### src/rtl/sram_zt_pkg.sv
package sram_zt_pkg;
    localparam int BYTE_W = 9;

    typedef enum logic [1:0] {
        OP_IDLE  = 2'd0,
        OP_READ  = 2'd1,
        OP_WRITE = 2'd2
    } op_e;
endpackage

### src/rtl/sram_zt_decode.sv
module sram_zt_decode
    import sram_zt_pkg::*;
#(
    parameter int NBYTES = 4
) (
    input  logic              adv,
    input  logic              ce1_n,
    input  logic              ce2,
    input  logic              ce3_n,
    input  logic              we_n,
    input  logic [NBYTES-1:0] be_n,
    input  op_e               last_op,
    output op_e               op,
    output logic [NBYTES-1:0] mask,
    output op_e               next_last
);
    logic selected;
    op_e  kind;

    assign selected = !ce1_n && ce2 && !ce3_n;

    always_comb begin
        if (!adv) begin
            if (!selected)  kind = OP_IDLE;
            else if (we_n)  kind = OP_READ;
            else            kind = OP_WRITE;
            next_last = kind;
        end else begin
            kind      = last_op;
            next_last = last_op;
        end
        mask = (kind == OP_WRITE) ? ~be_n : '0;
        // a write with no byte selected does nothing
        op   = (kind == OP_WRITE && mask == '0) ? OP_IDLE : kind;
    end
endmodule

### src/rtl/sram_zt_array.sv
module sram_zt_array
    import sram_zt_pkg::*;
#(
    parameter int DEPTH  = 64,
    parameter int NBYTES = 4,
    localparam int AW    = $clog2(DEPTH),
    localparam int DW    = NBYTES * BYTE_W
) (
    input  logic              clk,
    input  logic              wr_en,
    input  logic [AW-1:0]     wr_addr,
    input  logic [NBYTES-1:0] wr_mask,
    input  logic [DW-1:0]     wr_data,
    input  logic [AW-1:0]     rd_addr,
    output logic [DW-1:0]     rd_data
);
    for (genvar b = 0; b < NBYTES; b++) begin : g_lane
        logic [BYTE_W-1:0] lane [DEPTH];

        always_ff @(posedge clk) begin
            if (wr_en && wr_mask[b]) begin
                lane[wr_addr] <= wr_data[b*BYTE_W +: BYTE_W];
            end
        end

        assign rd_data[b*BYTE_W +: BYTE_W] = lane[rd_addr];
    end
endmodule

### src/rtl/sram_zt_merge.sv
module sram_zt_merge
    import sram_zt_pkg::*;
#(
    parameter int NBYTES = 4,
    localparam int DW    = NBYTES * BYTE_W
) (
    input  logic              hit,
    input  logic [NBYTES-1:0] mask,
    input  logic [DW-1:0]     base,
    input  logic [DW-1:0]     fwd,
    output logic [DW-1:0]     merged
);
    for (genvar b = 0; b < NBYTES; b++) begin : g_byte
        assign merged[b*BYTE_W +: BYTE_W] = (hit && mask[b]) ?
            fwd[b*BYTE_W +: BYTE_W] : base[b*BYTE_W +: BYTE_W];
    end
endmodule

### src/rtl/sram_zt_core.sv
module sram_zt_core
    import sram_zt_pkg::*;
#(
    parameter bit PIPELINED = 1'b1,
    parameter int DEPTH     = 64,
    parameter int NBYTES    = 4,
    localparam int AW       = $clog2(DEPTH),
    localparam int DW       = NBYTES * BYTE_W
) (
    input  logic              clk,
    input  logic              rst_n,
    input  logic              cke_n,
    input  logic              adv,
    input  logic              ce1_n,
    input  logic              ce2,
    input  logic              ce3_n,
    input  logic              we_n,
    input  logic [NBYTES-1:0] be_n,
    input  logic [AW-1:0]     addr,
    input  logic [DW-1:0]     wdata,
    input  logic              oe_n,
    input  logic              sleep,
    output logic [DW-1:0]     rdata,
    output logic              rdata_oe
);
    localparam logic [1:0] SLEEP_AFTER = 2'd2;

    typedef struct packed {
        logic              rd;
        logic              wr;
        logic [AW-1:0]     addr;
        logic [NBYTES-1:0] mask;
    } stage_t;

    typedef struct packed {
        stage_t        s1;     // command captured at the last active edge
        stage_t        s2;     // write waiting for its data (pipelined only)
        op_e           last;   // type of the last load command
        logic [DW-1:0] dout;   // output register (pipelined only)
        logic          dvld;
        logic [1:0]    slp;    // edges seen with sleep high
    } state_t;

    state_t state_d, state_q;

    logic              asleep;
    logic              active;
    op_e               dec_op;
    op_e               dec_last;
    logic [NBYTES-1:0] dec_mask;
    stage_t            commit;
    logic [DW-1:0]     arr_word;
    logic [DW-1:0]     fwd_word;
    logic              fwd_hit;
    logic [DW-1:0]     drv_data;
    logic              drv_vld;

    assign asleep = (state_q.slp == SLEEP_AFTER);
    assign active = !cke_n && !asleep;

    sram_zt_decode #(.NBYTES(NBYTES)) u_decode (
        .adv       (adv),
        .ce1_n     (ce1_n),
        .ce2       (ce2),
        .ce3_n     (ce3_n),
        .we_n      (we_n),
        .be_n      (be_n),
        .last_op   (state_q.last),
        .op        (dec_op),
        .mask      (dec_mask),
        .next_last (dec_last)
    );

    if (PIPELINED) begin : g_pipe
        assign commit   = state_q.s2;
        assign fwd_hit  = state_q.s2.wr && (state_q.s2.addr == state_q.s1.addr);
        assign drv_data = state_q.dout;
        assign drv_vld  = state_q.dvld;
    end else begin : g_flow
        assign commit   = state_q.s1;
        assign fwd_hit  = 1'b0;
        assign drv_data = arr_word;
        assign drv_vld  = state_q.s1.rd;
    end

    sram_zt_array #(.DEPTH(DEPTH), .NBYTES(NBYTES)) u_array (
        .clk     (clk),
        .wr_en   (active && commit.wr),
        .wr_addr (commit.addr),
        .wr_mask (commit.mask),
        .wr_data (wdata),
        .rd_addr (state_q.s1.addr),
        .rd_data (arr_word)
    );

    sram_zt_merge #(.NBYTES(NBYTES)) u_merge (
        .hit    (fwd_hit),
        .mask   (state_q.s2.mask),
        .base   (arr_word),
        .fwd    (wdata),
        .merged (fwd_word)
    );

    always_comb begin
        state_d = state_q;
        if (active) begin
            state_d.s1.rd   = (dec_op == OP_READ);
            state_d.s1.wr   = (dec_op == OP_WRITE);
            state_d.s1.addr = addr;
            state_d.s1.mask = dec_mask;
            state_d.s2      = state_q.s1;
            state_d.s2.rd   = 1'b0;
            state_d.last    = dec_last;
            state_d.dvld    = state_q.s1.rd;
            if (state_q.s1.rd) begin
                state_d.dout = fwd_word;
            end
        end
        if (!sleep)                        state_d.slp = '0;
        else if (state_q.slp != SLEEP_AFTER) state_d.slp = state_q.slp + 2'd1;
    end

    always_ff @(posedge clk) begin
        if (!rst_n) begin
            state_q      <= '0;
            state_q.last <= OP_IDLE;
        end else begin
            state_q <= state_d;
        end
    end

    assign rdata_oe = drv_vld && !oe_n && !asleep;
    assign rdata    = rdata_oe ? drv_data : '0;
endmodule

### config.mk
export PLATFORM = sky130hd
export DESIGN_NAME = sram_zt_core
export DESIGN_NICKNAME = d
export VERILOG_FILES = /design/src/rtl/sram_zt_pkg.sv /design/src/rtl/sram_zt_decode.sv /design/src/rtl/sram_zt_array.sv /design/src/rtl/sram_zt_merge.sv /design/src/rtl/sram_zt_core.sv
export SDC_FILE = /design/constraint.sdc
export NUM_CORES = 2
export LEC_CHECK = 0
export BUFFER_PORTS_ARGS = -buffer_cell sky130_fd_sc_hd__buf_2
export CAP_MARGIN = 30
export CORE_MARGIN = 1.5
export CORE_UTILIZATION = 35
export DETAILED_ROUTE_END_ITERATION = 8
export PLACE_DENSITY = 0.57
export SYNTH_ARGS = -nofsm -noshare
export SYNTH_HDL_FRONTEND = slang
export SYNTH_SLANG_ARGS = --single-unit
### constraint.sdc
create_clock -name clk -period 3.1 [get_ports clk]
set_input_delay 0.31 -clock clk [delete_from_list [all_inputs] [get_ports clk]]
set_output_delay 0.31 -clock clk [all_outputs]
set_load 0.05 [all_outputs]
==> results.toml <==
[critical_path]
cp.required_ns = 3.85
r2r_cells = 8
r2r-end = "drv_data[16]"
worstSetupStartpoint = "state_q[58]"
r2r-start = "state_q[58]"
endpoint_kind = "flop"
ff2ff_setup_slack_ns = 0.06
crit_arrival_ns = 3.79
startpoint_type = "flop"
critPathMaxFanout = 28
worstSetupPathType = "reg2reg"

[power_and_ir_drop]
leakagePower_nw = 33.5
pwr-share-comb = 0.048
sequentialPowerShare = 0.525
vdd_drop_max_v = 0.000559
power_density_mw_per_mm2 = 622
p_total_mw = 67.0
p_int_mw = 52.7
p_clk_frac = 0.426
switchingPower_mw = 14.4
swShare = 0.215

[logic_synthesis]
ys_types = 70
yosysSeqAreaShare = 0.770
syn_area_per_cell_um2 = 20.7
synth_cells = 4424
synth_edf_count = 2304
synth_nets = 4481
ys_seq_elements = 2368
postSynth.asyncResetShare = 0
syn_area_mm2 = 0.0915
synth_warnings = 0
ys.flop_type = "edfxtp_1"

[flow_run]
maxCapViolations = 0

[die]
initial_utilization = 0.352
num_rows = 187
dieArea_mm2 = 0.264
chipHeight_um = 514
design.core.area_mm2 = 0.260
die_w_um = 514
ioPinCount = 93

[cts]
cts_made_buffers = 239
clkSlewWorstSetupHoldPaths_ns = 0.06
clk_path_buf_depth = 3
htreeDepth = 4
cts_sinks = 2368
cts_root_buf = "clkbuf_16"
clock_latency_ns = 0.91
cts_tree = "built"

[timing]
final-hold-violation-count = 0
tightest_slew_ns = 1.03
skew_ns = 0.0959
fin_crit_ns = 3.04
setup_violations = 0
tns_ns = 0
period_share = 0.980
slew_violations = 0
slew_headroom = 0.298
setup_ws_ns = 0.0629
fmax_mhz = 329

[detailed_routing]
drtAntennaViolNets = 0
post_drt_wl_per_cell_um = 30.3
drt_iter0_drc = 5570
drc = 0
firstDrtPassIters = 8
wl_mm = 262
viasPerCell = 5.56
vias = 48100

[placement]
place_hpwl_mm = 175
io_buffers = 92
place_congestion = 0.887
post-place-ws_ns = -0.0754
post-place-cells = 8147

[hold_path]
min_from = "addr[4]"
whs_path_depth = 3
min_to = "state_q[61]"
hp-class = "in2reg"

[layout]
final_cells = 8655
final_nets = 5096
area_delta_synth_final_pct = 17.9
finish.utilization = 0.415
layout-drive-gt1-share = 0.297

[global_routing]
grt_pass1_vias = 48300
grt_use_total = 0.196
grt-ovfl-total = 0
grt_pass1_wl_mm = 369
grt_start_max_net_pins = 66
antenna_found_initial = 17

[outcome]
outcome = "completed"
[synthesized netlist by cell type, types with 29 or more instances]
master	number	area, um^2
a21oi_1	107	536
a22oi_1	135	1010
and2_1	50	313
buf_1	29	109
buf_2	79	395
buf_4	30	225
clkbuf_1	122	458
dfxtp_1	64	1280
edfxtp_1	2304	69200
mux2i_1	61	611
mux4_2	551	12400
nand2_1	179	672
nor2_1	296	1110
o221ai_1	38	333
o22ai_1	42	263
[how the worst max path moves through the flow]
stage,depth (start not counted),endpoint,slack [ns]
5_1_grt,7,rdata[35],-0.0003
2_1_floorplan,6,rdata[26],0.40
3_5_place_dp,7,drv_data[10],-0.08
3_3_place_gp,7,drv_data[17],-0.05
6_report,8,drv_data[16],0.06
4_1_cts,7,rdata[0],0.002
[layer usage]
metal  track usage  share of wire  up-vias
met5             0        0.00022        -
met4        0.0691          0.036       10
met3        0.0401          0.081      428
met2         0.316           0.48     2158
met1         0.263           0.40    25900
li1              -              -    19600
[layout by cell type, fill, tap and decap left out, types with 23 or more instances in the layout]
master	instances
edfxtp_1	2304
mux4_2	551
buf_4	491
nor2_1	292
clkbuf_16	241
nand2_1	176
a22oi_1	135
a21oi_1	107
clkbuf_1	62
mux2i_1	61
buf_2	61
dfxtp_1	58
clkinv_1	52
buf_12	48
o22ai_1	42
dlygate4sd3_1	42
and2_1	40
o221ai_1	38
clkinv_2	37
a211oi_1	26
o21ai_0	25
a22o_1	23
[layout make-up]
cell class | count | area, um^2
antenna | 7 | 17.5
clock buffer | 314 | 6410
clock inverter | 134 | 1440
fill | 22700 | 152000
inverter | 7 | 27.5
multi-input combinational | 1778 | 19800
sequential | 2368 | 70500
tap | 3402 | 4260
timing repair buffer | 645 | 5410
[through the flow]
stage,hold WS [ns],instance area (um^2)
after floorplan,0.409,91500
after global placement,0.448,99200
after detailed placement,0.462,99200
after CTS,0.000118,108000
after global routing,0.0229,108000
final,0.0569,108000
[sequential cells by signal (all words and copies together), names as in the netlist]
signal,count
u_array.g_lane.lane,2304
commit,11
drv_data,36
drv_vld,1
state_q,16
[power groups by stage]
stage          registers, mW  clock network [mW]  logic, mW
2_1_floorplan           35.8                   0       1.71
3_3_place_gp            35.9                   0       3.14
3_5_place_dp            35.9                   0       3.19
4_1_cts                 35.2                29.1       3.23
5_1_grt                 35.2                30.3       3.43
6_report                35.2                28.6       3.25
[cells by family after synthesis]
group | count (synthesis) | share of synthesized area
AOI/OAI and AO/OA | 492 | 0.0381
xor gates and xnor gates | 9 | 0.000862
adders and majority gates | 1 | 0.000137
buffers and inverters | 278 | 0.0146
DFF | 2368 | 0.770
muxes | 630 | 0.145
and+or+nand+nor | 646 | 0.0314
[what timing repair did]
action                                  CTS  global route
cloned                                    1             0
endpoints found under the setup margin   27            18
hold buffers                             34             8
hold endpoints to repair                289           376
pin swaps                                 1             0
buffers inserted                          2             0
resized for setup                        46             2
[worst max-delay path: stages (launching register included)]
cell      delay, ns
dfxtp_4        0.63
buf_4          0.27
nand3b_1       0.28
buf_4          0.28
nor2_2         0.11
buf_4          0.25
a22o_1         0.24
nor4_1         0.64
a21oi_1        0.14
Note: power is estimated with default switching activity, not from simulation.
